<file path="src/rtl/spi_eng_pkg.sv">
package spi_eng_pkg;
    localparam int WORD_MAX = 32;
    localparam int LEN_W    = 5;
    localparam int LEN_MIN  = 4;

    // control word bit positions (software-visible layout)
    localparam int B_LOOP  = 1;
    localparam int B_CPOL  = 2;
    localparam int B_CPHA  = 3;
    localparam int B_LEN_L = 20;
    localparam int B_MODE  = 25;

    typedef enum logic [1:0] {
        ST_IDLE  = 2'd0,
        ST_SHIFT = 2'd1,
        ST_TAIL  = 2'd2
    } seq_state_t;

    typedef struct packed {
        logic             mode;
        logic             loop;
        logic             cpol;
        logic             cpha;
        logic [LEN_W-1:0] len_m1;
    } word_cfg_t;

    function automatic word_cfg_t decode_ctrl(input logic [31:0] c);
        word_cfg_t r;
        r.mode   = c[B_MODE];
        r.loop   = c[B_LOOP];
        r.cpol   = c[B_CPOL];
        r.cpha   = c[B_CPHA];
        r.len_m1 = c[B_LEN_L +: LEN_W];
        if (r.len_m1 < LEN_W'(LEN_MIN - 1))
            r.len_m1 = LEN_W'(LEN_MIN - 1);
        return r;
    endfunction
endpackage

</file>
<file path="src/rtl/spi_eng_seq.sv">
module spi_eng_seq
    import spi_eng_pkg::*;
#(
    parameter int LW = 5
) (
    input  logic          clk,
    input  logic          rst,
    input  logic          tick,
    input  logic          go,
    input  logic          cpol_now,
    input  logic          cpha_in,
    input  logic [LW-1:0] len_m1_in,
    output logic          load,
    output logic          shift,
    output logic          sample,
    output logic          last,
    output logic          sclk,
    output logic          cs_n
);
    localparam int CW = LW + 2;

    seq_state_t    st;
    logic [CW-1:0] cnt;
    logic [CW-1:0] nxt;
    logic [CW-1:0] two_l;
    logic [LW-1:0] len_q;
    logic          cpha_q;
    logic          ev;
    logic          odd;

    always_comb begin
        nxt    = cnt + CW'(1);
        two_l  = CW'({len_q, 1'b0}) + CW'(2);
        ev     = tick && (st == ST_SHIFT);
        odd    = nxt[0];
        last   = ev && (nxt == two_l);
        sample = ev && (cpha_q ? !odd : odd);
        shift  = ev && !last && (cpha_q ? (odd && nxt != CW'(1)) : !odd);
        load   = go && tick && ((st == ST_IDLE) || last);
    end

    always_ff @(posedge clk) begin
        if (rst) begin
            st     <= ST_IDLE;
            cnt    <= '0;
            sclk   <= 1'b0;
            cs_n   <= 1'b1;
            cpha_q <= 1'b0;
            len_q  <= '0;
        end else begin
            case (st)
                ST_IDLE: begin
                    sclk <= cpol_now;
                    if (load) begin
                        st   <= ST_SHIFT;
                        cs_n <= 1'b0;
                        cnt  <= '0;
                    end
                end
                ST_SHIFT: begin
                    if (ev) begin
                        sclk <= ~sclk;
                        cnt  <= nxt;
                        if (last) begin
                            if (load) cnt <= '0;
                            else      st  <= ST_TAIL;
                        end
                    end
                    if (load) sclk <= cpol_now;
                end
                default: begin
                    if (tick) begin
                        cs_n <= 1'b1;
                        st   <= ST_IDLE;
                        sclk <= cpol_now;
                    end
                end
            endcase
            if (load) begin
                cpha_q <= cpha_in;
                len_q  <= len_m1_in;
            end
        end
    end
endmodule

</file>
<file path="src/rtl/spi_eng_shift.sv">
module spi_eng_shift #(
    parameter int DW = 32,
    parameter int LW = 5
) (
    input  logic          clk,
    input  logic          rst,
    input  logic          load,
    input  logic [DW-1:0] tx_word,
    input  logic [LW-1:0] len_m1,
    input  logic          loop_in,
    input  logic          shift,
    input  logic          sample,
    input  logic          last,
    input  logic          miso,
    output logic          mosi,
    output logic [DW-1:0] rx_word,
    output logic          rx_push
);
    logic [DW-1:0] tx_sh;
    logic [DW-1:0] rx_sh;
    logic [DW-1:0] rx_nx;
    logic [LW-1:0] lalign;
    logic          loop_q;
    logic          in_bit;

    assign mosi   = tx_sh[DW-1];
    assign in_bit = loop_q ? mosi : miso;
    assign lalign = LW'(DW - 1) - len_m1;
    assign rx_nx  = sample ? {rx_sh[DW-2:0], in_bit} : rx_sh;

    always_ff @(posedge clk) begin
        if (rst) begin
            tx_sh   <= '0;
            rx_sh   <= '0;
            rx_word <= '0;
            rx_push <= 1'b0;
            loop_q  <= 1'b0;
        end else begin
            rx_push <= last;
            if (last) rx_word <= rx_nx;
            rx_sh <= load ? '0 : rx_nx;
            if (load) begin
                tx_sh  <= tx_word << lalign;
                loop_q <= loop_in;
            end else if (shift) begin
                tx_sh <= {tx_sh[DW-2:0], 1'b0};
            end
        end
    end
endmodule

</file>
<file path="src/rtl/spi_shift_engine.sv">
module spi_shift_engine
    import spi_eng_pkg::*;
#(
    parameter int DW = WORD_MAX
) (
    input  logic          clk,
    input  logic          rst,
    input  logic          en,
    input  logic [31:0]   ctrl,
    input  logic          sclk_tick,
    input  logic          tx_empty,
    input  logic [DW-1:0] tx_data,
    output logic          tx_pop,
    output logic          rx_push,
    output logic [DW-1:0] rx_data,
    output logic          sclk,
    output logic          mosi,
    input  logic          miso,
    output logic          cs_n,
    output logic          busy
);
    localparam int LW = $clog2(DW);

    word_cfg_t cfg;
    logic      go;
    logic      load;
    logic      shift;
    logic      sample;
    logic      last;

    assign cfg    = decode_ctrl(ctrl);
    assign go     = en && cfg.mode && !tx_empty;
    assign tx_pop = load;
    assign busy   = !cs_n || (en && !tx_empty);

    spi_eng_seq #(.LW(LW)) u_seq (
        .clk       (clk),
        .rst       (rst),
        .tick      (sclk_tick),
        .go        (go),
        .cpol_now  (cfg.cpol),
        .cpha_in   (cfg.cpha),
        .len_m1_in (cfg.len_m1[LW-1:0]),
        .load      (load),
        .shift     (shift),
        .sample    (sample),
        .last      (last),
        .sclk      (sclk),
        .cs_n      (cs_n)
    );

    spi_eng_shift #(.DW(DW), .LW(LW)) u_shift (
        .clk     (clk),
        .rst     (rst),
        .load    (load),
        .tx_word (tx_data),
        .len_m1  (cfg.len_m1[LW-1:0]),
        .loop_in (cfg.loop),
        .shift   (shift),
        .sample  (sample),
        .last    (last),
        .miso    (miso),
        .mosi    (mosi),
        .rx_word (rx_data),
        .rx_push (rx_push)
    );
endmodule

</file>
<file path="config.mk">
export PLATFORM = sky130hd
export DESIGN_NAME = spi_shift_engine
export DESIGN_NICKNAME = d
export VERILOG_FILES = /design/src/rtl/spi_eng_pkg.sv /design/src/rtl/spi_eng_seq.sv /design/src/rtl/spi_eng_shift.sv /design/src/rtl/spi_shift_engine.sv
export SDC_FILE = /design/constraint.sdc
export NUM_CORES = 1
export LEC_CHECK = 0
export CORE_UTILIZATION = 43
export CTS_CLUSTER_SIZE = 10
export DETAILED_ROUTE_END_ITERATION = 7
export DONT_BUFFER_PORTS = 1
export SLEW_MARGIN = 20
export SYNTH_ARGS = -nofsm -noshare
export SYNTH_HDL_FRONTEND = slang
export SYNTH_HIERARCHICAL = 1
export SYNTH_SLANG_ARGS = --single-unit
</file>
<file path="constraint.sdc">
create_clock -name clk -period 4.2 [get_ports clk]
set_input_delay 0.42 -clock clk [delete_from_list [all_inputs] [get_ports clk]]
set_output_delay 0.42 -clock clk [all_outputs]
set_load 0.01 [all_outputs]
</file>
==> impl_metrics.ini <==
[clock_tree]
worstSkewPairLatency_ns = 0.40
cts_max_level = 4
cts.sinks = 115
clock-root-buffer = clkbuf_16
cts_tree = done
cts_buffer_depth = 2
cts_hold_buffers = 0
clk_pin_slew_ns = 0.05
cts_made_buffers = 17

[synth]
syn-cell-area_mm2 = 0.00684
synth_edf_count = 0
async_flop_share = 0
netlist_instances = 752
syn_nets = 825
synth_area_per_cell_um2 = 9.10
yosys_warnings = 6
synth-seq-cells = 115
synth.largest_area_cell = dfxtp_1
synth_top_area_share = 0.336
synth_flop_cell = dfxtp_1
yosys-top-cells-area = dfxtp_1 (34%), mux2i_1 (13%), mux4_2 (8.6%)
seq_area_frac_synth = 0.336
yosysUniqueCellTypes = 68

[setup_path]
cp_max_fo = 14
start_kind = register
r2r-end = u_shift/tx_sh[16]
timing.rr.start = u_seq/cnt[0]
end_kind = register
r2r_cells = 12
critPathKind = register to register
worstPathArrival_ns = 4.08
r2r_setup_slack_ns = 0.44
worst_ep_required_time_ns = 4.53

[route]
via_count = 5544
routed.top_layer = met4
drt-total-wl_um = 17000
antenna_left = 0
drc = 0
first_pass_iters = 4
dr_wl_met3_um = 807
drtIter0Drc = 384
via_per_inst = 5.84
wl_met1_um = 7600
wl_per_cell_um = 17.9
met2_length_um = 8350

[sta]
fin_crit_ns = 3.76
setup_tns_ns = 0
setup_viol = 0
hold_ws_ns = 0.0862
rsz0062_at_grt = false
slew_viol_final = 0
fin_skew_ns = 0.00781
hold_viol = 0
slew_headroom = 0.505
layout_worst_path_cycle_share = 0.895
tightest_slew_ns = 0.740
max_freq_mhz = 266

[place]
port_buffers = 0
dpl.hpwl_um = 12100
dp.cells = 916
place_congestion = 0.874
dpl-instance-area_mm2 = 0.00692

[die]
die_h_um = 128
core_mm2 = 0.0154
initial_core_util = 0.445
io_pins = 108
fp.dieW_um = 128
die_area_mm2 = 0.0164
core.rowCount = 45

[job]
maxCapViolCount = 0

[min_path]
hold-path-cell-count = 1
worstHoldPathType = primary input to register
holdPathEnd = u_seq/st[0]
hold_start = rst

[final_layout]
final_area_mm2 = 0.00757
nets = 798
instances_no_fill = 949
area_growth_pct = 10.6
drive_above_1_share = 0.134
antennaDiodeCount = 0
fin_util = 0.493
num-fill-cells = 1427

[global_routing]
antenna_found_initial = 0
grtUsageTotal = 0.214
grt_pass1_wl_um = 27700
grt_overflow_total = 0
grt_max_degree = 68
grt_pass1_vias = 5482

[power]
p_leak_nw = 2.68
ir_drop_uv = 285
p_per_area_mw_per_mm2 = 386

[status]
outcome = finished clean
placed cells by master, fill, tap and decap left out, types with 3 or more instances in the layout:
cell	netlist	routed
a31oi_1	15	15
nand3_1	14	14
nor2b_1	14	14
o211ai_1	4	4
ha_1	3	3
or2_1	4	3
o221ai_1	6	6
clkbuf_16	0	17
a32o_1	4	4
a21oi_1	34	33
bufinv_16	0	4
inv_1	23	23
or2_2	2	3
and2_1	4	4
a211oi_1	35	35
a21boi_0	3	3
xor2_1	8	8
nor3_1	18	18
buf_4	6	13
mux2_2	10	10
clkinvlp_4	0	3
buf_12	1	3
mux4_2	26	26
nand2_1	46	46
nor2_1	110	108
o22ai_1	15	15
and3_1	3	3
mux4_1	6	6
mux2i_1	89	89
o21ai_0	21	21
a21o_1	3	3
o21ai_1	9	9
dfxtp_1	115	115
xnor2_1	4	4
metal layers:
metal,vias up,global-route usage
met2,149,0.353
li1,2699,-
met3,25,0.0563
met5,-,0
met1,2671,0.269
met4,0,0.0768
Yosys cell counts (all sizes together), types with 4 or more instances:
cell / instances
clkbuf: 35
mux2: 10
o22ai: 15
buf: 27
or2: 6
o21ai: 30
dfxtp: 115
xor2: 8
a31oi: 15
nand3: 16
inv: 24
o211ai: 4
nor3: 20
nand2: 47
mux4: 32
mux2i: 89
a211oi: 35
and2: 5
o221ai: 6
a32o: 4
nor2b: 14
xnor2: 4
a21oi: 34
nor2: 111
through the flow:
| step | total power, mW | worst slack, ns |
|---|---|---|
| 6_report | 2.93 | 0.442 |
| 5_1_grt | 3.03 | 0.139 |
| 4_1_cts | 2.96 | 0.279 |
| 3_5_place_dp | 1.43 | 0.305 |
| 3_3_place_gp | 1.43 | 0.392 |
| 2_1_floorplan | 1.40 | 0.882 |
worst max-delay path, stage by stage, from the launching register on:
cell and delay (ns):
dfxtp_1 0.49, ha_1 0.33, nand2_1 0.14, nor2_2 0.15, xor2_1 0.38, a32oi_1 0.21, a311o_1 0.52, a21oi_4 0.42
nor2b_1 0.43, nand3_1 0.19, o221ai_1 0.16, o21ai_0 0.11, o22ai_1 0.14
cell families (layout without fill, tap and decap cells):
group | count (synthesis) | count (layout) | share of synthesized area
mux | 131 | 131 | 0.255
compound gates | 169 | 169 | 0.164
buf+inv | 88 | 74 | 0.0647
flops | 115 | 115 | 0.336
fa+ha+maj | 3 | 3 | 0.00549
xor+xnor | 13 | 13 | 0.0186
simple gates | 233 | 233 | 0.156
sequential cells by signal, indices dropped and copies added, names as in the netlist:
signal,flops
u_shift/loop_q,1
u_shift/rx_word,32
u_seq/cnt,7
u_seq/st,2
u_seq/sclk,1
u_shift/tx_sh,32
u_seq/cpha_q,1
u_seq/len_q,5
u_shift/rx_sh,32
u_seq/cs_n,1
u_shift/rx_push,1
power breakdown:
group | internal (mW) | total, mW | switching, mW
combinational | 0.139 | 0.301 | 0.161
clock | 1.01 | 1.51 | 0.499
sequential | 1.10 | 1.12 | 0.0118
total | 2.25 | 2.93 | 0.672
worst max path at each step:
stage / start / to
2_1_floorplan: u_seq/cnt[0] / u_shift/tx_sh[30]
3_3_place_gp: u_seq/cnt[0] / u_shift/tx_sh[30]
3_5_place_dp: u_seq/cnt[0] / u_shift/tx_sh[30]
4_1_cts: u_seq/cnt[0] / tx_pop
5_1_grt: u_seq/cnt[0] / u_shift/tx_sh[30]
6_report: u_seq/cnt[0] / u_shift/tx_sh[16]
area by class of cell:
| class | count | area [um2] | area share |
|---|---|---|---|
| clock buffers | 20 | 447 | 0.0590 |
| clock inverters | 12 | 179 | 0.0236 |
| inverters | 26 | 97.6 | 0.0129 |
| multi-input cells | 549 | 4130 | 0.545 |
| flip-flops and latches | 115 | 2300 | 0.304 |
| well taps | 211 | 264 | 0.0349 |
| repair buffers | 16 | 158 | 0.0208 |
what timing repair did:
item                       in CTS  in global routing
buffers inserted                0                  0
setup endpoints to repair       0                  8
resized for setup               0                  1
Note: power is estimated with default switching activity, not from simulation.
